===== config.mk =====
export PLATFORM = sky130hd
export DESIGN_NAME = i2c_addr_match
export DESIGN_NICKNAME = d
export VERILOG_FILES = /design/src/rtl/i2c_addr_match.sv
export SDC_FILE = /design/constraint.sdc
export NUM_CORES = 1
export LEC_CHECK = 0
export ABC_AREA = 1
export BUFFER_PORTS_ARGS = -buffer_cell sky130_fd_sc_hd__buf_2
export CAP_MARGIN = 40
export CORE_MARGIN = 2
export CORE_UTILIZATION = 45
export DETAILED_ROUTE_END_ITERATION = 8
export GPL_ROUTABILITY_DRIVEN = 0
export GPL_TIMING_DRIVEN = 0
export PLACE_DENSITY = 0.84
export SYNTH_ARGS = -nofsm -noshare
export SYNTH_HDL_FRONTEND = slang
export SYNTH_SLANG_ARGS = --single-unit
export TNS_END_PERCENT = 1

===== constraint.sdc =====
create_clock -name clk -period 2.1 [get_ports clk]
set_clock_uncertainty 0.05 [all_clocks]
set_input_delay 0.42 -clock clk [delete_from_list [all_inputs] [get_ports clk]]
set_output_delay 0.42 -clock clk [all_outputs]
set_load 0.005 [all_outputs]

===== src/rtl/i2c_addr_match.sv =====
module i2c_addr_match #(
  parameter logic [6:0] GCALL_ADDR = 7'h00,
  parameter logic [6:0] HOST_ADDR  = 7'h08,
  parameter logic [6:0] DFLT_ADDR  = 7'h61
) (
  input  logic       clk,
  input  logic       rst_n,
  input  logic       start_det,
  input  logic       byte_vld,
  input  logic [7:0] byte_in,
  input  logic [9:0] pri_addr,
  input  logic       pri_ten,
  input  logic       pri_en,
  input  logic [6:0] sec_addr,
  input  logic [2:0] sec_mask,
  input  logic       sec_en,
  input  logic       gc_en,
  input  logic       host_en,
  input  logic       dflt_en,
  input  logic       hit_clr,
  output logic       dec_vld,
  output logic       dec_ack,
  output logic       hit_flag,
  output logic [6:0] hit_code,
  output logic       hit_read
);

  typedef enum logic [1:0] {PH_IDLE, PH_FIRST, PH_SECOND} phase_t;

  localparam logic [4:0] TEN_HDR = 5'b11110;

  phase_t     phase;
  logic       ten_ok;

  wire  [6:0] rx7   = byte_in[7:1];
  wire        rw    = byte_in[0];
  wire  [6:0] hdr7  = {TEN_HDR, pri_addr[9:8]};
  wire  [6:0] keep  = 7'h7F << sec_mask;

  wire rsvd     = (rx7[6:3] == 4'b0000) || (rx7[6:3] == 4'b1111);
  wire p7_hit   = pri_en && !pri_ten && (rx7 == pri_addr[6:0]);
  wire hdr_hit  = pri_en &&  pri_ten && (rx7 == hdr7);
  wire sec_hit  = sec_en && ((sec_mask == 3'd7) ? !rsvd
                                                : (((rx7 ^ sec_addr) & keep) == 7'd0));
  wire gc_hit   = gc_en   && (rx7 == GCALL_ADDR);
  wire host_hit = host_en && (rx7 == HOST_ADDR);
  wire dflt_hit = dflt_en && (rx7 == DFLT_ADDR);

  wire hdr_wr   = hdr_hit && !rw;
  wire hdr_rd   = hdr_hit &&  rw && ten_ok;
  wire seven    = p7_hit || sec_hit || gc_hit || host_hit || dflt_hit;
  wire first_ack = hdr_wr || hdr_rd || seven;
  wire first_set = first_ack && !hdr_wr;
  wire second_ack = (byte_in == pri_addr[7:0]);

  wire take     = byte_vld && !start_det;
  wire set_hit  = take && (((phase == PH_FIRST) && first_set) ||
                           ((phase == PH_SECOND) && second_ack));

  always_ff @(posedge clk or negedge rst_n) begin
    if (!rst_n) begin
      phase    <= PH_IDLE;
      ten_ok   <= 1'b0;
      dec_vld  <= 1'b0;
      dec_ack  <= 1'b0;
      hit_flag <= 1'b0;
      hit_code <= 7'd0;
      hit_read <= 1'b0;
    end else begin
      dec_vld <= 1'b0;
      dec_ack <= 1'b0;
      if (start_det) begin
        phase <= PH_FIRST;
      end else if (byte_vld) begin
        case (phase)
          PH_FIRST: begin
            dec_vld <= 1'b1;
            dec_ack <= first_ack;
            phase   <= hdr_wr ? PH_SECOND : PH_IDLE;
            if (!hdr_hit) ten_ok <= 1'b0;
          end
          PH_SECOND: begin
            dec_vld <= 1'b1;
            dec_ack <= second_ack;
            ten_ok  <= second_ack;
            phase   <= PH_IDLE;
          end
          default: ;
        endcase
      end

      if (set_hit) begin
        hit_flag <= 1'b1;
        hit_code <= (phase == PH_SECOND) ? hdr7 : rx7;
        hit_read <= (phase == PH_SECOND) ? 1'b0 : rw;
      end else if (hit_clr) begin
        hit_flag <= 1'b0;
      end
    end
  end


  ack_needs_vld_chk: assert property (@(posedge clk) disable iff (!rst_n)
    dec_ack |-> dec_vld);


  vld_follows_byte_chk: assert property (@(posedge clk) disable iff (!rst_n)
    dec_vld |-> $past(byte_vld));


  flag_rise_on_ack_chk: assert property (@(posedge clk) disable iff (!rst_n)
    $rose(hit_flag) |-> (dec_vld && dec_ack));


  clear_drops_flag_chk: assert property (@(posedge clk) disable iff (!rst_n)
    (hit_clr && !byte_vld) |=> !hit_flag);


  capture_only_on_ack_chk: assert property (@(posedge clk) disable iff (!rst_n)
    !dec_ack |-> ($stable(hit_code) && $stable(hit_read)));

endmodule


==> results by stage, run 1 <==
Power and ir drop:
- Summed over all cells, the static leakage comes to 1.07 nW.
- Across the VDD grid, the largest voltage drop is 181 µV.
- In this run the power density over the cells is 451 nW/µm².
- The completed layout was analyzed and its total power is 0.000786 W.

Layout:
- The proportion of layout cells with a drive suffix above 1 is 29.7%.
- The diode insertion count for antenna repair is 0.
- In the final design database the tool counted 329 nets.
- After filler insertion, the fill cell instance count of the layout stands at 282.
- The area overhead of the layout relative to synthesis is 28.7%.
- Measured on the finished design, the core utilization comes to 62.1%.
- In the final layout, flip-flops and latches occupy 350 µm².
- The combined area of the multi-input logic cells is 857 µm².

Yosys:
- The number of different library cells used by synthesis comes to 32.
- The total standard cell area after synthesis is 1350 µm².
- Sequential cells were found to cover 25.9% of the synthesized design area.
- dfrtp_1 takes more of the synthesized area than any other cell.
- The async set or reset register ratio after synthesis is 100%.
- The number of synthesized flops with an enable pin is 0.
- Among all flip-flop cells after synthesis, the most frequent one is dfrtp_1.
- The per-instance average area after synthesis is 5.91 µm².
- By area the synthesized netlist is led by dfrtp_1, nand2_1, inv_1.
- Synthesis inferred 14 register bits.
- After technology mapping, the gate count stands at 229.
- The synthesized net count is 270.
- The Yosys step of the flow raised 0 warnings.
- In this run the biggest area consumer among cell types represents 25.9% of the synthesized area.

GRT:
- The met2 layer usage reported by global route is 34.0%.
- The number of global-route vias before repair is 1329.
- For this run, global-route usage on met1 was measured as 25.7%.
- Entering global routing, the biggest net connects 15 pins.
- The global-route wire length before repair is 5360 µm.
- The busiest layer in global routing is met2.
- The met3 track demand over resource is 2.42%.
- The number of antenna violations at the first check in global routing is 0.
- Global routing used 19.9% of the available tracks across all layers.
- The total congestion overflow after global routing is 0.

Route:
- The total wirelength of the detailed-routed design is 3320 µm.
- The post-detailed-route wirelength per cell is 10.5 µm.
- The first detailed-routing pass ran for 6 iterations.
- After detailed routing, the number of vias per cell comes to 4.84.
- The post-route antenna net violation count is 0.
- The total number of vias is 1533.
- The DRC violation count after routing is 4.
- The initial detailed-routing violation count is 49.

Timing:
- The total negative setup slack is 0 ns.
- The normalized max-slew margin is 79.3%.
- The final number of hold-violating endpoints is 0.
- At the pin with the least slew margin, the transition time is 0.309 ns.
- Setup violations remaining at the end of the flow were counted as 0.
- The highest achievable clock rate is 0.503 GHz.
- The hold slack is 0.278 ns.
- The clock period could shrink to 1.99 ns.
- The count of final max-slew check failures came to 0.
- The worst path uses 94.6% of the clock period.

Placement:
- The detailed-placement wirelength estimate is 2690 µm.
- In this run the tool buffered the top-level ports with 45 buffer cells.

Floorplanning:
- During I/O placement, the number of pins put on the boundary was 50.
- From bottom edge to top edge, the die measures 58.9 µm.
- Once the floorplan was initialized, standard cells occupied 48.3% of the core.
- The core region is 2810 µm².
- The site row count is 19.
- The area of the die is 3460 µm².
- The die is 58.9 µm wide.

Clock tree:
- The library cell used as clock root buffer is clkbuf_4.
- At the later pin of the worst-skew pair, clock insertion delay measures 0.28 ns.
- The CTS buffer count is 3.
- The TritonCTS clock tree is yes.
- The TritonCTS sink count is 14.
- After clock tree synthesis, the clock-pin slew on the worst setup and hold paths is 0.08 ns.
- Counting along the longest clock path gives a buffer depth of 2.
- In this run the number of H-tree levels came out at 1.

Outcome:
- The final reports fail on DRC.
- The flow ran to the end, but the final reports show violations.

Min path:
- The worst hold path class is in -> reg.

Critical path:
- STA puts the critical path data required time at 2.21 ns.
- The maximum fanout along the worst path is 7.
- The startpoint-to-endpoint class of the critical path is reg -> reg.
- The worst setup path is captured at a flip-flop.
- The startpoint type of the worst setup path is a flip-flop.
- STA puts the critical path data arrival time at 2.10 ns.

Job:
- Max-cap violations in this run came to 0.
[metrics by stage]
step	worst slack [ns]	instance area, µm²	instances
2_1_floorplan	0.293	1350	229
3_5_place_dp	0.0558	1620	305
5_1_grt	-0.0102	1740	317
6_report	0.113	1740	317
4_1_cts	0.0291	1650	309
3_3_place_gp	0.0773	1620	305
[layout make-up]
class | count | share of cell area, %
repair buffers | 53 | 17.0
well taps | 31 | 2.23
clock buffers | 3 | 1.29
multi-input cells | 174 | 49.2
plain buffers | 5 | 2.08
inverters | 37 | 8.12
flip-flops and latches | 14 | 20.1
[cell usage in the layout (no fill, tap or decap), types with 2 or more instances in the layout]
cell type  count
inv_1         30
a21oi_1        4
nand2_1       91
buf_4          7
o21ai_0        3
or2_0          2
nor3_1         3
dfrtp_1       14
nand3_1       16
xnor2_1        3
nor2_2         2
clkbuf_4       3
a21oi_2        2
buf_6          3
inv_2          5
nand2_2        7
buf_2         47
nand4_1        2
nor2_1        24
[where the power goes]
part / switching, W / internal, W
Sequential: 0.0000272 / 0.000322
Clock: 0.0000778 / 0.0000664
Combinational: 0.000162 / 0.000131
Total: 0.000267 / 0.000520
[cells by family (layout without fill, tap and decap cells)]
| family | Yosys count | after routing | share of synthesized area (%) |
|---|---|---|---|
| AO/OA/AOI/OAI | 15 | 15 | 7.76 |
| AND/OR/NAND/NOR | 153 | 154 | 49.9 |
| adder cells (fa/ha/maj) | 2 | 2 | 1.85 |
| XOR/XNOR | 3 | 3 | 1.94 |
| flip-flops | 14 | 14 | 25.9 |
| buffers and inverters | 42 | 98 | 12.7 |
[Yosys cell counts, drive strengths merged, types with 3 or more instances]
master / number
dfrtp: 14
nand3: 16
or2: 3
nor3: 3
buf: 5
nand2: 98
nor2: 27
o21ai: 4
xnor2: 3
a21oi: 7
nand4: 4
inv: 36
[sequential cells by signal (all words and copies together) (netlist names)]
register,count
dec_vld,1
hit_code,7
ten_ok,1
dec_ack,1
phase,2
hit_flag,1
hit_read,1
[critical path, stage by stage, from the launching register on]
cell and delay (ns):
dfrtp_1 0.40, inv_2 0.08, ha_4 0.12, buf_6 0.10, inv_4 0.05, a21oi_2 0.10
nand2_1 0.07, a21oi_2 0.15, nand4_4 0.14, a21oi_4 0.33, nand2_2 0.14, nand2_1 0.09
nand2_1 0.04
[path summary, 6_finish.rpt]
kind,from,end,slack (ns),cells past startpoint
worst max-delay path,phase[0],hit_code[6],0.11,12
worst min-delay path,hit_clr,hit_flag,0.28,2
worst max register to register,phase[0],hit_code[6],0.11,12
worst min register to register,hit_code[6],hit_code[6],0.41,2
max in group asynchronous,rst_n,hit_flag,1.25,2
min in group asynchronous,rst_n,hit_code[0],0.51,2
[metal layers]
metal,part of all wire (%),up-vias
li1,-,815
met1,45,664
met2,48,49
met3,5.2,5
met4,1.4,0
met5,0,-
[timing repair]
action / in CTS / in global routing
hold endpoints to repair: 14 / 0
gates resized for setup: 0 / 9
hold buffers: 1 / 0
buffers inserted: 0 / 7
endpoints found under the setup margin: 0 / 9
(Power assumes the default switching activity.)
==> run 2, diff against run 1 <==
--- a/config.mk
+++ b/config.mk
@@ -8,12 +8,12 @@
 export ABC_AREA = 1
 export BUFFER_PORTS_ARGS = -buffer_cell sky130_fd_sc_hd__buf_2
 export CAP_MARGIN = 40
-export CORE_MARGIN = 2
+export CORE_MARGIN = 3
 export CORE_UTILIZATION = 45
 export DETAILED_ROUTE_END_ITERATION = 8
 export GPL_ROUTABILITY_DRIVEN = 0
 export GPL_TIMING_DRIVEN = 0
-export PLACE_DENSITY = 0.84
+export PLACE_DENSITY = 0.85
 export SYNTH_ARGS = -nofsm -noshare
 export SYNTH_HDL_FRONTEND = slang
 export SYNTH_SLANG_ARGS = --single-unit
==> run 2 against run 1 <==
Effect of this change: the run now ends clean; maximum frequency increased by 1.1%; first-iteration DRC count fell by 14%; setup slack better by 0.021 ns; die area grew 6.9%; sequential share of layout area decreased by 0.16 points; wire length fell by 0.30%; cell count rose by 0.32%; combinational power is 1% higher; count of clock-buffer cells in the layout up 1; flip-flop and latch count stayed put; critical endpoint is now hit_code[3]; largest cell class unchanged.
==> results by stage, run 2 (same netlist as run 1, synthesis figures left out) <==
Floorplanning:
- The core region is 2810 µm².
- The area of the die is 3700 µm².
- The I/O pin count is 50.
- The initial utilization of the core area, before any placement, comes to 48.3%.
- The floorplan die width is 60.9 µm.
- Row generation in the floorplan step produced 19 rows.
- Measured along the y axis, the die boundary spans 60.9 µm.

GRT:
- The largest net degree at the start of global routing is 15.
- The total overflow left after global routing is 0.
- The overall routing resource usage is 17.9%.
- The number of global-route vias before repair is 1313.
- The first global-routing pass estimated 5160 µm of wire.
- The number of antenna violations at the first check in global routing is 0.

Critical path:
- The launching point of the worst reg2reg path is phase[0].
- The critical-path cell with the highest stage delay is dfrtp_1.
- The kind of end point of the critical path is a flip-flop.
- The startpoint of the worst setup timing path is phase[0].
- Data on the critical path is required at its endpoint by 2.27 ns.
- In this design, the stage delay of the slowest critical-path cell is 0.40 ns.
- The startpoint type of the worst setup path is a flip-flop.
- The startpoint-to-endpoint class of the critical path is reg -> reg.
- Traced cell by cell, the critical path runs through inv_1 > ha_1 > buf_6 > inv_2 > a21oi_2 > nand2_1 > a21oi_2 > nand4_4 > a21oi_4 > buf_12 > buf_4 > nand3_1 > nand2_1.
- The maximum fanout along the worst path is 7.
- The largest delay contributor family on the critical path is buffers and inverters.
- The number of buffers and inverters on the critical path is 5.
- Data on the critical path arrives at its endpoint at 2.14 ns.

Clock tree:
- TritonCTS built the clock tree.
- The maximum clock insertion buffer count is 2.
- The clock reaches the later pin of the worst-skew pair after 0.28 ns.
- CTS built an H-tree with a depth of 1.
- The library cell used as clock root buffer is clkbuf_4.
- CTS saw 14 sinks.
- The clock-pin slew of the registers on the worst-case setup and hold paths is 0.08 ns.
- The CTS buffer count is 3.

Layout:
- In the final layout, the registers with the most flip-flops are hit_code x7, phase x2.
- The area growth from synthesis to layout is 29.7%.
- In the final design database the tool counted 329 nets.
- The diode insertion count for antenna repair is 0.
- The filler cells instantiated in the layout total 293.
- The final non-filler cell area is 1760 µm².
- The proportion of layout cells with a drive suffix above 1 is 28.9%.
- The number of flip-flops under the largest register name is 7.
- In the layout the commonest cells are nand2_1, buf_2, inv_1.
- The register ranked first by flip-flop count is hit_code.
- The finished layout holds 318 standard cells, fillers aside.
- Leaving out fill and tap cells, the most frequent cell in the layout is nand2_1.

Route:
- The initial detailed-routing violation count is 42.
- After detailed routing, the met3 layer carries 152 µm of wire.
- Wires add up to 3310 µm.
- The highest layer touched by signal routing is met4.
- For this block, wires on met1 add up to 1550 µm.
- The post-detailed-route wirelength per cell is 10.4 µm.
- After detailed routing, the number of remaining DRC violations is 0.
- The detailed router placed 1528 vias in this run.
- The routed design uses 1560 µm of met2 wire.
- The post-route antenna net violation count is 0.
- The post-detailed-route via-to-cell ratio is 4.81.
- The first-pass iteration count of the detailed router is 4.

Power and ir drop:
- The maximum vdd ir drop is 192 µV.
- The leakage dissipation is 1.10 nW.
- The power density of the placed cells is 475 nW/µm².

Timing:
- The shortest period the worst path allows is 1.97 ns.
- The slew of the pin with the lowest slew margin is 0.337 ns.
- The final setup violation count is 0.
- Derived from the worst setup path, the maximum achievable clock frequency is 0.509 GHz.
- The normalized max-slew margin is 77.3%.
- The final critical path takes up 93.6% of the cycle.
- The count of final max-slew check failures was 0.
- The hold slack is 0.265 ns.
- The final number of hold-violating endpoints is 0.

Placement:
- The total placed instance area is 1620 µm².
- The count of buffers added on input and output ports is 45.
- The placed cell count is 305.
- After legalization and detailed placement, the total HPWL measured 2660 µm.

Min path:
- The start point of the worst min-delay path is hit_clr.
- The worst hold path class is in -> reg.

Job:
- The count of maximum capacitance violations is 0.

Outcome:
- The run finished with clean final reports.
[run 2: path summary, 6_finish.rpt]
path / to / slack, ns / cells after the start
max in group asynchronous: hit_code[2] / 1.27 / 2
max: hit_code[3] / 0.13 / 13
max reg2reg: hit_code[3] / 0.13 / 13
min reg2reg: hit_code[6] / 0.42 / 2
min in group asynchronous: hit_code[0] / 0.50 / 2
min: hit_flag / 0.27 / 2
[run 2: area by class of cell]
cell class	instances	area, µm²	share of cell area, %
Multi-Input combinational cell	174	847	48.3
Buffer	5	36.3	2.07
Timing Repair Buffer	53	308	17.5
Sequential cell	14	350	20.0
Tap cell	31	38.8	2.21
Inverter	37	139	7.91
Clock buffer	4	36.3	2.07
[run 2: metrics by stage]
stage | total power, W | TNS [ns] | util [%] | setup WS, ns
final | 0.000834 | 0 | 62.6 | 0.134
after global routing | 0.000898 | -0.00920 | 62.6 | -0.00920
after CTS | 0.000825 | 0 | 59.3 | 0.0473
after detailed placement | 0.000633 | 0 | 57.7 | 0.0744
after global placement | 0.000623 | 0 | 57.7 | 0.0876
after floorplan | 0.000506 | 0 | - | 0.293
[run 2: routing by layer]
layer,GRT usage (%),vias up
li1,-,817
met1,23.2,661
met4,8.05,0
met2,30.8,43
met5,0,-
met3,0.638,7
[run 2: report_power, final]
part | internal, W | switching [W] | total (W)
logic | 0.000133 | 0.000164 | 0.000297
registers | 0.000322 | 0.0000250 | 0.000347
clock network | 0.000106 | 0.0000848 | 0.000190
[run 2: what timing repair did]
item | CTS | global route
endpoints found under the setup margin | 0 | 9
buffers inserted | 0 | 7
hold buffers | 1 | 0
hold endpoints to repair | 14 | 0
gates resized for setup | 0 | 5
